File: src/rtl/multDacPkg.sv
package multDacPkg;
  localparam int SEL_W = 2;

  typedef struct packed {
    logic             clearAll;
    logic             outEnable;
    logic [SEL_W-1:0] fieldSel;
  } ctrlStrobes_t;
endpackage

File: src/rtl/multCtrl.sv
module multCtrl
  import multDacPkg::*;
(
  input  logic             enable,
  input  logic [SEL_W-1:0] fieldSel,
  output ctrlStrobes_t     strobes
);
  always_comb begin
    strobes.clearAll  = ~enable;
    strobes.outEnable = enable;
    strobes.fieldSel  = fieldSel;
  end
endmodule

File: src/rtl/chanPulse.sv
module chanPulse #(
  parameter int SAMPLE_W  = 8,
  parameter int PULSE_LEN = 5
) (
  input  logic                clk,
  input  logic                rstN,
  input  logic                clearAll,
  input  logic [SAMPLE_W-1:0] sample,
  input  logic [SAMPLE_W-1:0] threshold,
  output logic                pulseOn
);
  localparam int CNT_W = $clog2(PULSE_LEN + 1);
  localparam logic [CNT_W-1:0] LOAD_VAL = CNT_W'(PULSE_LEN);

  logic [SAMPLE_W-1:0] prevSample;
  logic [CNT_W-1:0]    remain;
  logic                crossing;

  // rising edge across the threshold
  assign crossing = (prevSample <= threshold) && (sample > threshold);

  always_ff @(posedge clk or negedge rstN) begin
    if (!rstN) begin
      prevSample <= '1;
    end else begin
      prevSample <= sample;
    end
  end

  always_ff @(posedge clk or negedge rstN) begin
    if (!rstN) begin
      remain <= '0;
    end else if (clearAll) begin
      remain <= '0;
    end else if (crossing) begin
      remain <= LOAD_VAL;
    end else if (remain != '0) begin
      remain <= remain - 1'b1;
    end
  end

  assign pulseOn = (remain != '0);
endmodule

File: src/rtl/multDatapath.sv
module multDatapath
  import multDacPkg::*;
#(
  parameter int NUM_CHAN = 8,
  parameter int FIELD_W  = 4,
  parameter int DAC_W    = 16
) (
  input  logic                clk,
  input  logic                rstN,
  input  ctrlStrobes_t        strobes,
  input  logic [NUM_CHAN-1:0] pulseVec,
  output logic [DAC_W-1:0]    dacCode
);
  localparam int NUM_FIELDS = DAC_W / FIELD_W;
  localparam int SUM_W      = $clog2(NUM_CHAN + 1);
  localparam logic [FIELD_W-1:0] FIELD_MAX = '1;

  logic [SUM_W-1:0]   activeSum;
  logic [FIELD_W-1:0] fieldVal;
  logic [DAC_W-1:0]   nextCode;

  always_comb begin
    activeSum = '0;
    for (int c = 0; c < NUM_CHAN; c++) begin
      activeSum = activeSum + SUM_W'(pulseVec[c]);
    end
  end

  generate
    if (SUM_W > FIELD_W) begin : g_sat
      always_comb begin
        if (activeSum > SUM_W'(FIELD_MAX)) fieldVal = FIELD_MAX;
        else                               fieldVal = activeSum[FIELD_W-1:0];
      end
    end else begin : g_fit
      assign fieldVal = FIELD_W'(activeSum);
    end
  endgenerate

  always_comb begin
    nextCode = '0;
    for (int f = 0; f < NUM_FIELDS; f++) begin
      if (int'(strobes.fieldSel) == f) begin
        nextCode[f*FIELD_W +: FIELD_W] = fieldVal;
      end
    end
  end

  always_ff @(posedge clk or negedge rstN) begin
    if (!rstN) begin
      dacCode <= '0;
    end else if (!strobes.outEnable) begin
      dacCode <= '0;
    end else begin
      dacCode <= nextCode;
    end
  end
endmodule

File: src/rtl/chanMultiplicityDac.sv
module chanMultiplicityDac
  import multDacPkg::*;
#(
  parameter int NUM_CHAN  = 8,
  parameter int SAMPLE_W  = 8,
  parameter int PULSE_LEN = 5,
  parameter int FIELD_W   = 4,
  parameter int DAC_W     = 16
) (
  input  logic                         clk,
  input  logic                         rstN,
  input  logic                         enable,
  input  logic [NUM_CHAN*SAMPLE_W-1:0] sampleBus,
  input  logic [NUM_CHAN*SAMPLE_W-1:0] thresholdBus,
  input  logic [SEL_W-1:0]             fieldSel,
  output logic [DAC_W-1:0]             dacCode
);
  ctrlStrobes_t        strobes;
  logic [NUM_CHAN-1:0] pulseVec;

  multCtrl u_ctrl (
    .enable   (enable),
    .fieldSel (fieldSel),
    .strobes  (strobes)
  );

  generate
    for (genvar c = 0; c < NUM_CHAN; c++) begin : g_chan
      chanPulse #(
        .SAMPLE_W  (SAMPLE_W),
        .PULSE_LEN (PULSE_LEN)
      ) u_pulse (
        .clk       (clk),
        .rstN      (rstN),
        .clearAll  (strobes.clearAll),
        .sample    (sampleBus[c*SAMPLE_W +: SAMPLE_W]),
        .threshold (thresholdBus[c*SAMPLE_W +: SAMPLE_W]),
        .pulseOn   (pulseVec[c])
      );
    end
  endgenerate

  multDatapath #(
    .NUM_CHAN (NUM_CHAN),
    .FIELD_W  (FIELD_W),
    .DAC_W    (DAC_W)
  ) u_dp (
    .clk      (clk),
    .rstN     (rstN),
    .strobes  (strobes),
    .pulseVec (pulseVec),
    .dacCode  (dacCode)
  );
endmodule

File: config.mk
export PLATFORM = sky130hd
export DESIGN_NAME = chanMultiplicityDac
export DESIGN_NICKNAME = d
export VERILOG_FILES = /design/src/rtl/multDacPkg.sv /design/src/rtl/multCtrl.sv /design/src/rtl/chanPulse.sv /design/src/rtl/multDatapath.sv /design/src/rtl/chanMultiplicityDac.sv
export SDC_FILE = /design/constraint.sdc
export NUM_CORES = 1
export LEC_CHECK = 0
export BUFFER_PORTS_ARGS = -buffer_cell sky130_fd_sc_hd__buf_2
export CORE_MARGIN = 10
export CORE_UTILIZATION = 30
export CTS_CLUSTER_DIAMETER = 200
export DETAILED_ROUTE_END_ITERATION = 10
export GPL_ROUTABILITY_DRIVEN = 0
export SYNTH_ARGS = -nofsm -noshare
export SYNTH_HDL_FRONTEND = slang
export SYNTH_SLANG_ARGS = --single-unit
export TNS_END_PERCENT = 1
File: constraint.sdc
create_clock -name clk -period 6.8 [get_ports clk]
set_input_delay 0.34 -clock clk [delete_from_list [all_inputs] [get_ports clk]]
set_output_delay 0.34 -clock clk [all_outputs]
set_load 0.03 [all_outputs]
Word level (Yosys, flattened, before mapping)

Index checks and enable logic that the tools add are counted.
Widths: inputs -> output; s select.

Bits in registers: 104
Output and inout bits: 16
Word-level logic and storage cells: 105
Bits of input ports: 133

Order comparisons: 16
Reduce and logical (&&, ||, !) cells: 17
$add $sub $neg: 15
Muxes and demuxes: 29
Equality and inequality tests: 11

Operator list:

| kind                | count |
|---|---|
| $mux 3              | 24 |
| $gt 8x8->1          | 8 |
| $le 8x8->1          | 8 |
| $add 4x1->4         | 6 |
| $ne 3x1->1 const B  | 8 |
| $reduce_bool 3->1   | 8 |
| $sub 3x1->3 const B | 8 |
| $mux 16             | 1 |
| $mux 4              | 4 |
| $logic_and 1x1->1   | 8 |
| $eq 2x2->1 const B  | 2 |
| $add 1x1->2         | 1 |
| $eq 2x1->1 const B  | 1 |
| $logic_not 2->1     | 1 |

Longest topological paths before layout

Depth after elaboration: 10
Mapped depth: 13
Gate-level depth less buffers: 13

By module

From an unflattened synthesis, not the netlist that was laid out.

Cells, all modules: 637
Area total of the unflattened synthesis: 6946.7 sq um

Modules (own cells, without submodules):

| module       | seq. area each (sq um) | cells each | instances | area each (sq um) |
|---|---|---|---|---|
| chanPulse    | 285.3                  | 72         | 8         | 779.5 |
| multDatapath | 400.4                  | 57         | 1         | 684.4 |
| multCtrl     | 0.0                    | 4          | 1         | 26.3 |

Worst setup path after synthesis

Ideal clock, no wire load.

Path kind: register to register
From: register g_chan[1].u_pulse.remain[0]
To: register u_dp.dacCode[9]
Path buffers: 0
Data arrival time: 3.245 ns
Path slack: 3.436 ns
Required time: 6.682 ns
Setup time: 0.118 ns
Stages on the path, launching flop included: 14
Clock period less this slack: 3.364 ns
Cell sequence: dfrtp_1 > inv_1 > ha_1 > ha_1 > inv_1 > ha_1 > fa_1 > inv_1 > fa_1 > fa_1 > inv_1 > fa_1 > inv_1 > nor2_1

Cells in the longest elaborated chain, start to end: 10

RTL lines:

| what                     | line               | RTL |
|---|---|---|
| start, declared          | chanPulse.sv:16    | `logic [CNT_W-1:0] remain;` |
| start signal, assigned   | chanPulse.sv:38    | `remain <= remain - 1'b1;` |
| $reduce_bool 3->1        | chanPulse.sv:42    | `assign pulseOn = (remain != '0);` |
| $add 1x1->2              | multDatapath.sv:25 | `activeSum = activeSum + SUM_W'(pulseVec[c]);` |
| $add 4x1->4 (6 in a row) | multDatapath.sv:25 |  |
| $mux 4                   | multDatapath.sv:43 | `if (int'(strobes.fieldSel) == f) begin` |
| $mux 16                  | multDatapath.sv:52 | `end else if (!strobes.outEnable) begin` |
| end signal, assigned     | multDatapath.sv:55 | `dacCode <= nextCode;` |
| end, declared            | multDatapath.sv:12 | `output logic [DAC_W-1:0] dacCode` |

Every way passes these cells.
A chain may end at the register's enable or synchronous reset.

Final worst setup path

From: register g_chan[1].u_pulse.remain[0]
To: register u_dp.dacCode[5]

The elaborated chain is that of the path after synthesis.

==> results.md <==
- The run finished with clean final reports.
- Based on the critical path, the design can be clocked at up to ~280 MHz.
- For this design the total switching power over the nets is between 800 and 900 uW.
- Compared with the post-synthesis result, the final layout area differs by 20.8%.
- The worst-case clock buffer depth is 2.
- The worst vdd rail ir drop is ~0.18 mV.
- The number of ports placed on the die boundary is 149.
- The worst-case register-to-register setup slack is about 3300 ps.
- Per report_power, the clock group accounts for a little over a fifth of the total.
- After clock tree synthesis, the repair step resized 0 gates.
- Summed over all failing endpoints, the final setup total negative slack is 0 ps.
- The count of final hold-check violations came to 0.
- The final setup violation count is 0.
- In this run, synthesis produced a sequential element count of roughly 100.
- The number of antenna violations at the first check in global routing was 0.
- The number of nets handed over by synthesis was slightly above 900.
- The average via count per standard cell is 4.52.
- Averaged over all synthesized cells, the footprint is approximately 10 um^2.
- The area of combinational cells with multiple inputs is 0.00353 mm^2.
- The TritonCTS clock tree is built.
- The mapped netlist covers between 0.006 and 0.007 mm^2.
- The combinational cell fraction of total power is around 45%.
- The worst setup path is captured at a flop.
- The required time reported for the critical path endpoint is around 7000 ps.
- The Yosys step of the flow raised 0 warnings.
- The effective utilization at floorplan is a little under a third.
- Of the available clock period, the critical path in the final layout requires between 50% and 60%.
- The clock latency on the worst-skew pair is ~350 ps.
- Hold repair after CTS inserted 0 buffers.
- The final routed wire length divided by cell count is around 13 um.
- Across the routed clock network, the largest skew measured is 5.58 ps.
- Summing over every cut layer, the via total after detailed routing is 4859.
- Measured against its own limit, the worst slew margin works out to around 40%.
- In this run, distinct cell masters in the synthesized netlist total 38.
- The post-synthesis sequential area ratio is 40.7%.
- The post-detailed-routing wire length is about 14000 um.
- The largest net degree at the start of global routing is between 70 and 80.
- The slew at the pin closest to its max-slew limit is around 900 ps.
- The maximum fanout along the worst path is 6.
- Port buffering added roughly 150 buffers.
- For this run the aggregate overflow at the end of global routing stands at 0.
- The relative contribution of sequential cells to total power is 33.7%.
- The arrival time of the worst setup path is roughly 3800 ps.
- The number of DRC markers in iteration 0 is approximately 160.
- The estimated wirelength of the detail-placed design is 11800 um.
- 0 antenna diodes ended up in the layout.
- In the synthesized netlist, the number of instances is approximately 630.
- The number of clock sinks seen by CTS is 104.
- The number of violations of the max-capacitance limit is 0.
- The number of detailed-routing iterations run before antenna repair is 4.
- The shortest clock period the worst path allows after layout is roughly 3500 ps.
- The overall routing resource usage is a little over 10%.
- The critical path is of the reg -> reg type.
- The depth of the CTS H-tree is 3.
- Setup repair after global routing left no endpoint under its margin.
- The core region area is around 0.022 mm^2.
- Row generation in the floorplan step produced 54 rows.
- The finished layout holds roughly 1100 standard cells, fillers aside.
- After clock tree synthesis, the clock-pin slew on the worst setup and hold paths is approximately 80 ps.
- The wire length of the first global-routing pass is ~24000 um.
- For this run, design rule violations remaining after detail routing come to 0.
- The class of the tightest hold or removal check is in -> reg.
- The number of instances in the placed design is about 1100.
- Fill cells in the final layout number ~2200.
- The die is about 170 um tall.
- The width of the chip is about 170 um.
- The static power due to leakage is ~0.004 uW.
- The total CTS buffers is 9.
- The number of pins with negative max-slew slack in the final report is 0.
- The die covers 0.0283 mm^2.
- Dividing total power by cell area gives a power density of 289 mW/mm^2.
- In the final design database the tool counted between 1000 and 1500 nets.
- The kind of start point of the critical path is a flop.
- In this run the remaining antenna-violating nets after routing total 0.
- The switching power as a share of total power is approximately two fifths.
- The number of setup buffers added after CTS is 0.
- The internal power of the cells totals 1430 uW.
- Of the cells placed in the final design, the portion with a size suffix greater than 1 is between 20 and 30%.
- Summing all flip-flop and latch instances after layout gives between 0.002 and 0.003 mm^2.
- The via count of the first global-routing pass is ~5300.
- The clock tree root buffer cell is clkbuf_16.
path summary, 6_finish.rpt:
kind                                                    startpoint                                         to  depth (start not counted)
setup reg to reg           g_chan[1].u_pulse.remain[0]$_DFFE_PN0P_                  u_dp.dacCode[5]$_DFF_PN0_                         13
setup / recovery           g_chan[1].u_pulse.remain[0]$_DFFE_PN0P_                  u_dp.dacCode[5]$_DFF_PN0_                         13
max in group asynchronous                                     rstN    g_chan[3].u_pulse.remain[1]$_DFFE_PN0P_                          2
hold / removal                                       sampleBus[40]  g_chan[5].u_pulse.prevSample[0]$_DFF_PN1_                          1
min in group asynchronous                                     rstN  g_chan[0].u_pulse.prevSample[3]$_DFF_PN1_                          1
hold reg to reg            g_chan[4].u_pulse.remain[1]$_DFFE_PN0P_    g_chan[4].u_pulse.remain[1]$_DFFE_PN0P_                          2
state kept, by name (all words and copies together) (netlist names):
signal and cells:
g_chan.u_pulse.prevSample 64, g_chan.u_pulse.remain 24, u_dp.dacCode 16
worst max-delay path: stages, from the launching register on:
cell and delay, ps:
dfrtp_1 390, inv_1 60, ha_1 140, ha_1 250, inv_1 70, ha_1 300, fa_1 530, inv_1 50
fa_1 500, fa_1 450, inv_1 80, fa_1 400, inv_1 130, nor2_1 70
per-layer routing:
layer	global-route usage, %	vias to the layer above	share of wire [%]
li1	-	2529	-
met1	12.6	2217	48
met3	2.33	13	5.0
met4	3.86	0	1.6
met5	0	-	0
met2	16.6	100	45
power by group through the flow:
stage	Sequential [uW]	Combinational, uW	Clock [uW]
2_1_floorplan	805	775	0
3_3_place_gp	785	1030	0
3_5_place_dp	788	1050	0
4_1_cts	777	1060	533
5_1_grt	788	1220	552
6_report	776	1030	502
cells in the final DEF (no fill, tap or decap), types with 2 or more instances in the layout:
master	count
ha_1	147
buf_2	147
inv_1	99
dfstp_2	64
a21oi_1	62
dfrtp_1	40
nand4_1	32
nand2_1	29
nor2_1	25
o21ai_0	23
nor2b_1	19
o211ai_1	17
a21boi_0	10
clkbuf_16	9
o22ai_1	7
o22a_1	6
xnor2_1	5
and3_1	5
nor3b_1	4
o21a_1	4
xor2_1	4
fa_1	4
nand2b_1	3
clkinv_4	3
nand3_1	2
nand3b_1	2
nor3_1	2
a211oi_1	2
o31a_1	2
clkinvlp_4	2
buf_4	2
cells by family after synthesis:
logic type	count (synthesis)	share of synthesized area, %
buffers and inverters	102	5.80
and+or+nand+nor	128	10.4
adders and majority gates	151	29.1
muxes	2	0.322
AOI/OAI and AO/OA	137	12.6
xor gates and xnor gates	9	1.19
DFF	104	40.7
synthesized netlist by cell type (all sizes together):
cell    count  area [um^2]
a211oi      3         27.5
a21boi     10         75.1
a21o        1         7.51
a21oi      63          319
and3        5         31.3
clkbuf      3         11.3
dfrtp      40         1000
dfstp      64         1680
fa          4         80.1
ha        147         1840
inv        99          372
mux2        1         11.3
mux2i       1         10.0
nand2      29          109
nand2b      3         18.8
nand3       2         10.0
nand3b      2         15.0
nand4      32          200
nor2       25         93.8
nor2b      20          133
nor3        2         10.0
nor3b       4         30.0
nor4        1         12.5
o211ai     18          140
o21a        4         30.0
o21ai      23          115
o22a        6         52.6
o22ai       7         43.8
o31a        2         17.5
or2         1         6.26
or3         1         6.26
or3b        1         8.76
xnor2       5         43.8
xor2        4         35.0
final cells by class:
type	count	share of cell area, %
clock inverters	7	0.722
well taps	280	4.40
flip-flops and latches	104	33.7
inverters	99	4.66
repair buffers	149	9.42
clock buffers	9	2.83
multi-input cells	427	44.3
per-stage QoR:
stage	power, uW	utilization, %	hold slack, ps	setup WS, ps	area (um^2)
floorplan	1580	-	44.4	3440	6600
global placement	1820	35.3	456	3270	7690
detailed placement	1840	35.3	457	3220	7690
CTS	2370	36.6	65.9	3200	7970
global route	2560	36.6	73.6	3050	7970
finish	2300	36.6	89.8	3260	7970
Power figures use the tool's default switching activity.
